$ cat src/rtl/bk_adder_pkg.sv
package bk_adder_pkg;

  // Field order matters: a {g, p} concatenation maps onto this struct.
  typedef struct packed {
    logic g;
    logic p;
  } gp_t;

  // Merge a more significant span (hi) with the span just below it (lo).
  function automatic gp_t gp_merge(gp_t hi, gp_t lo);
    gp_t r;
    r.g = hi.g | (hi.p & lo.g);
    r.p = hi.p & lo.p;
    return r;
  endfunction

  // Carry out of a span [0..i], given the carry entering bit 0.
  function automatic logic carry_fold(gp_t grp, logic cin);
    return grp.g | (grp.p & cin);
  endfunction

endpackage

$ cat src/rtl/bk_pg_gen.sv
module bk_pg_gen #(
  parameter int N = 16
) (
  input  logic [N-1:0] a,
  input  logic [N-1:0] b,
  output logic [N-1:0] g,
  output logic [N-1:0] p
);
  for (genvar i = 0; i < N; i++) begin : g_bit
    assign g[i] = a[i] & b[i];
    assign p[i] = a[i] ^ b[i];
  end
endmodule

$ cat src/rtl/bk_prefix_tree.sv
module bk_prefix_tree
  import bk_adder_pkg::*;
#(
  parameter int N = 16
) (
  input  logic [N-1:0] g,
  input  logic [N-1:0] p,
  output logic [N-1:0] grp_g,
  output logic [N-1:0] grp_p
);
  localparam int L = $clog2(N);

  // Up-sweep levels: index k holds the terms after k merge stages.
  logic [N-1:0] ug [0:L];
  logic [N-1:0] up [0:L];
  assign ug[0] = g;
  assign up[0] = p;

  for (genvar k = 0; k < L; k++) begin : g_up
    localparam int S = 2 ** (k + 1);
    localparam int H = S / 2;
    for (genvar i = 0; i < N; i++) begin : g_bit
      if (((i + 1) % S) == 0) begin : g_node
        gp_t r;
        assign r = gp_merge({ug[k][i], up[k][i]}, {ug[k][i-H], up[k][i-H]});
        assign ug[k+1][i] = r.g;
        assign up[k+1][i] = r.p;
      end else begin : g_pass
        assign ug[k+1][i] = ug[k][i];
        assign up[k+1][i] = up[k][i];
      end
    end
  end

  // Down-sweep levels: fill positions that sit halfway between complete ones.
  logic [N-1:0] dg [0:L-1];
  logic [N-1:0] dp [0:L-1];
  assign dg[0] = ug[L];
  assign dp[0] = up[L];

  for (genvar j = 1; j < L; j++) begin : g_dn
    localparam int K = L - 1 - j;
    localparam int S = 2 ** (K + 1);
    localparam int H = S / 2;
    for (genvar i = 0; i < N; i++) begin : g_bit
      if ((((i + 1) % S) == H) && (i >= S)) begin : g_node
        gp_t r;
        assign r = gp_merge({dg[j-1][i], dp[j-1][i]}, {dg[j-1][i-H], dp[j-1][i-H]});
        assign dg[j][i] = r.g;
        assign dp[j][i] = r.p;
      end else begin : g_pass
        assign dg[j][i] = dg[j-1][i];
        assign dp[j][i] = dp[j-1][i];
      end
    end
  end

  assign grp_g = dg[L-1];
  assign grp_p = dp[L-1];
endmodule

$ cat src/rtl/bk_sum_gen.sv
module bk_sum_gen
  import bk_adder_pkg::*;
#(
  parameter int N = 16
) (
  input  logic [N-1:0] p,
  input  logic [N-1:0] grp_g,
  input  logic [N-1:0] grp_p,
  input  logic         cin,
  output logic [N:0]   carry,
  output logic [N-1:0] sum
);
  assign carry[0] = cin;
  for (genvar i = 0; i < N; i++) begin : g_bit
    assign carry[i+1] = carry_fold({grp_g[i], grp_p[i]}, cin);
    assign sum[i]     = p[i] ^ carry[i];
  end
endmodule

$ cat src/rtl/bk_prefix_adder.sv
module bk_prefix_adder #(
  parameter int N = 16
) (
  input  logic [N-1:0] a,
  input  logic [N-1:0] b,
  input  logic         cin,
  output logic [N-1:0] sum,
  output logic         cout
);
  // Named internal wires, also watched by the bound checker.
  logic [N-1:0] bit_g;
  logic [N-1:0] bit_p;
  logic [N-1:0] span_g;
  logic [N-1:0] span_p;
  logic [N:0]   carry_vec;

  bk_pg_gen #(.N(N)) pg_i (
    .a(a), .b(b), .g(bit_g), .p(bit_p)
  );

  bk_prefix_tree #(.N(N)) tree_i (
    .g(bit_g), .p(bit_p), .grp_g(span_g), .grp_p(span_p)
  );

  bk_sum_gen #(.N(N)) sum_i (
    .p(bit_p), .grp_g(span_g), .grp_p(span_p), .cin(cin),
    .carry(carry_vec), .sum(sum)
  );

  assign cout = carry_vec[N];
endmodule

$ cat config.mk
export PLATFORM = sky130hd
export DESIGN_NAME = bk_prefix_adder
export DESIGN_NICKNAME = d
export VERILOG_FILES = /design/src/rtl/bk_adder_pkg.sv /design/src/rtl/bk_pg_gen.sv /design/src/rtl/bk_prefix_tree.sv /design/src/rtl/bk_sum_gen.sv /design/src/rtl/bk_prefix_adder.sv
export SDC_FILE = /design/constraint.sdc
export NUM_CORES = 1
export LEC_CHECK = 0
export BUFFER_PORTS_ARGS = -buffer_cell sky130_fd_sc_hd__buf_2
export CORE_UTILIZATION = 39
export DETAILED_ROUTE_END_ITERATION = 12
export PLACE_DENSITY = 0.79
export SETUP_SLACK_MARGIN = 0.05
export SYNTH_ARGS = -nofsm -noshare
export SYNTH_HDL_FRONTEND = slang
export SYNTH_SLANG_ARGS = --single-unit
$ cat constraint.sdc
create_clock -name vclk -period 2.1
set_input_delay 0.42 -clock vclk [all_inputs]
set_output_delay 0.42 -clock vclk [all_outputs]
set_load 0.02 [all_outputs]
==> results of run 1 <==
## kinds of logic after synthesis
group           after synthesis  share of synthesized area (%)
buf+inv                       7                          3.868
compound gates               27                          30.39
simple gates                 27                          19.15
xor+xnor                     11                          14.18
fa+ha+maj                    17                          32.41
## Yosys cell counts (all sizes together)
cell,n
o21ai,5
xor2,1
a311oi,1
or2,2
a211oi,1
nand4b,1
ha,16
o41ai,1
nand3,3
fa,1
a21oi,8
nor2,11
and2b,1
a31oi,3
nand2,7
inv,7
o31a,2
o21bai,1
o221ai,1
or4,1
o21a,1
xnor2,10
a21o,3
and4,1
## through the flow
stage	hold WS [ns]	setup WS [ns]	instance area [um2]	std cells	util, %
2_1_floorplan	1.090	-0.08159	868.3	89	-
3_5_place_dp	1.289	-0.3918	1379	187	88.44
3_3_place_gp	1.276	-0.3373	1379	187	88.44
==> results.toml, run 1 <==
[cts]
cts.repair.resized = 32
hold_buffers = 0
post_cts_buffers = 3

[floorplanning]
die_h_um = 43.74
core.rowCount = 14
start_util_pct = 43.58
num_io_pins = 50
fp.dieW_um = 43.74

[synth]
yosysWarnings = 0
synth_area_leaders = "ha_1 (29%), xnor2_1 (13%), nor2_1 (6.1%)"
synth_cells = 89
ys_types = 29
yosysTopAreaCell = "ha_1"
synth_nets = 139
synth-seq-area-share_pct = 0
synth_top_area_share_pct = 29.47
avgSynthCellArea_um2 = 7.634
syn_area_um2 = 679.4

[outcome]
status = "aborted with a tool error"
error_line = "[ERROR DPL-0033] detailed placement checks failed during check placement."
haltStage = "4_1_cts"

[placement]
hpwl_um = 1960
place_congestion = 0.7760
portBuffers = 50
==> run 2: changes to the inputs <==
--- a/config.mk
+++ b/config.mk
@@ -6,10 +6,10 @@
 export NUM_CORES = 1
 export LEC_CHECK = 0
 export BUFFER_PORTS_ARGS = -buffer_cell sky130_fd_sc_hd__buf_2
-export CORE_UTILIZATION = 39
+export CORE_AREA = 2 2 63 65
 export DETAILED_ROUTE_END_ITERATION = 12
-export PLACE_DENSITY = 0.79
-export SETUP_SLACK_MARGIN = 0.05
+export DIE_AREA = 0 0 65 67
+export PLACE_DENSITY_LB_ADDON = 0.15
 export SYNTH_ARGS = -nofsm -noshare
 export SYNTH_HDL_FRONTEND = slang
 export SYNTH_SLANG_ARGS = --single-unit
==> constraint.sdc (replaced) <==
create_clock -name vclk -period 2.73
set_input_delay 0.546 -clock vclk [all_inputs]
set_output_delay 0.546 -clock vclk [all_outputs]
set_load 0.02 [all_outputs]
==> run 2 against run 1 <==
  * The flow now finishes without violations
  * Synthesized area unchanged
  * Synthesized cell count unchanged
==> results.toml, run 2 <==
[route]
drtIter0Drc = 8
dr_total_vias = 829
drcViolationCount = 0
drtAntennaViolNets = 0
routedWlPerCell_um = 9.793
vias_per_cell = 4.295
drt_wl_total_um = 1890
drt_first_pass_iters = 2

[power_and_ir_drop]
ir_drop_mv = 0.1118
power_density_nw_per_um2 = 299.6
p_leak_nw = 0.5540
power_w = 0.0003407

[global_routing]
antenna_found_initial = 0
grt_max_degree = 6
grt_pass1_vias = 768
grt_pass1_wl_um = 3070
grt_use_total_pct = 8.206
gr-total-overflow = 0

[setup_path]
path_max_fanout = 3
end_kind = "output pin"
arrival_ns = 2.15
worstSetupPathType = "in -> out"
slowest_delay_ns = 0.41
worst-path-buf-inv = 2
cpMaxStageDelayCell = "or4_1"
crit_path_start = "a[11]"
path_common_cell = "o21ai_2"
worst_setup_path_start_kind = "input port"
cp_cell_sequence = "buf_2 -> ha_1 -> a21oi_1 -> o21ai_2 -> or4_1 -> o21ai_2 -> xnor2_1 -> buf_4"
required_ns = 2.18
cp_top_family = "compound AO/OA/AOI/OAI gates"

[sta]
finalSetupViolCount = 0
hold_viol = 0
setup_slack_ns = 0.03837
rsz0062_at_grt = "yes"
relSlewSlack_pct = 83.15
worst_slew_pin_slew_ns = 0.2527
final.period_utilization_pct = 98.59
maxSlewViolCount = 0
fmax_mhz = 371.5
fin_crit_ns = 2.692

[synth]
synth_top_area_share_pct = 29.47
synth_nets = 139
synth.most_common_cell = "ha_1"
synth-seq-area-share_pct = 0
synth_cells = 89
synth_area_leaders = "ha_1 (29%), xnor2_1 (13%), nor2_1 (6.1%)"
avgSynthCellArea_um2 = 7.634
yosysWarnings = 0
ys_types = 29
synth_commonest_cells = "ha_1 (16), nor2_1 (11), xnor2_1 (10)"
syn_area_um2 = 679.4
yosysTopAreaCell = "ha_1"

[placement]
hpwl_um = 1625
portBuffers = 50
dp_slack_ns = -0.02500
place_congestion = 0.7561

[final_layout]
clock_buffers = 0
flops_and_latches = 0
syn_to_final_growth_pct = 67.40
nFillCells = 419
final_core_util_pct = 31.54
layout_commonest_cell = "buf_2"
nets = 197
num_antenna_cells = 0
multiInputGateArea_um2 = 724.4
seq_area_um2 = 0
mostFrequentLayoutCells = "buf_2 (42), ha_1 (13), buf_4 (12)"
layout-drive-gt1-share_pct = 49.66

[worst_hold_path]
worstHoldStart = "b[0]"
hold_path.class = "in -> out"

[floorplanning]
die_area_um2 = 4355
die_h_um = 67
fp.dieW_um = 65
core.rowCount = 22
num_io_pins = 50
design.core.area_um2 = 3606
start_util_pct = 18.84

[outcome]
status = "finished clean"

[run]
maxCapViolCount = 0
==> run 2: cell families after synthesis <==
family          after synthesis  synth area share, %
compound gates               27                30.39
xor+xnor                     11                14.18
fa+ha+maj                    17                32.41
buf+inv                       7                3.868
simple gates                 27                19.15
==> run 2: layout make-up <==
| class | count | area share [%] |
|---|---|---|
| multi-input combinational | 82 | 63.70 |
| inverter | 7 | 2.310 |
| tap | 48 | 5.281 |
| timing repair buffer | 56 | 28.71 |
==> run 2: worst paths after layout <==
check,endpoint,depth (start not counted)
worst min-delay path,sum[0],3
worst max-delay path,sum[15],8
==> run 2: through the flow <==
stage | instance area (um2) | TNS (ns) | hold slack, ns | instances
after CTS | 1042 | 0 | 1.506 | 192
after detailed placement | 1027 | -0.03708 | 1.489 | 192
after global routing | 1137 | -0.1663 | 1.498 | 193
after floorplan | 679.4 | 0 | 1.345 | 89
after global placement | 1027 | -0.01921 | 1.489 | 192
final | 1137 | 0 | 1.483 | 193
==> run 2: report_power, final <==
part	leakage, nW	internal, W	switching, W
combinational	0.554	0.000156	0.000185
clock	0	0	0
sequential	0	0	0
==> run 2: metal layers <==
metal | global-route usage, % | share of wire, % | routed length (um)
met1 | 12.31 | 49 | 926
met2 | 13.79 | 46 | 870
met3 | 0.1689 | 5.0 | 94
met4 | 0 | 0 | 0
met5 | 0 | 0 | 0
==> run 2: what timing repair did <==
item,4_1_cts,5_1_grt
buffers inserted,0,1
pin swaps,3,10
hold buffers,0,0
endpoints found under the setup margin,3,9
resized for setup,2,21
(Power assumes the default switching activity.)
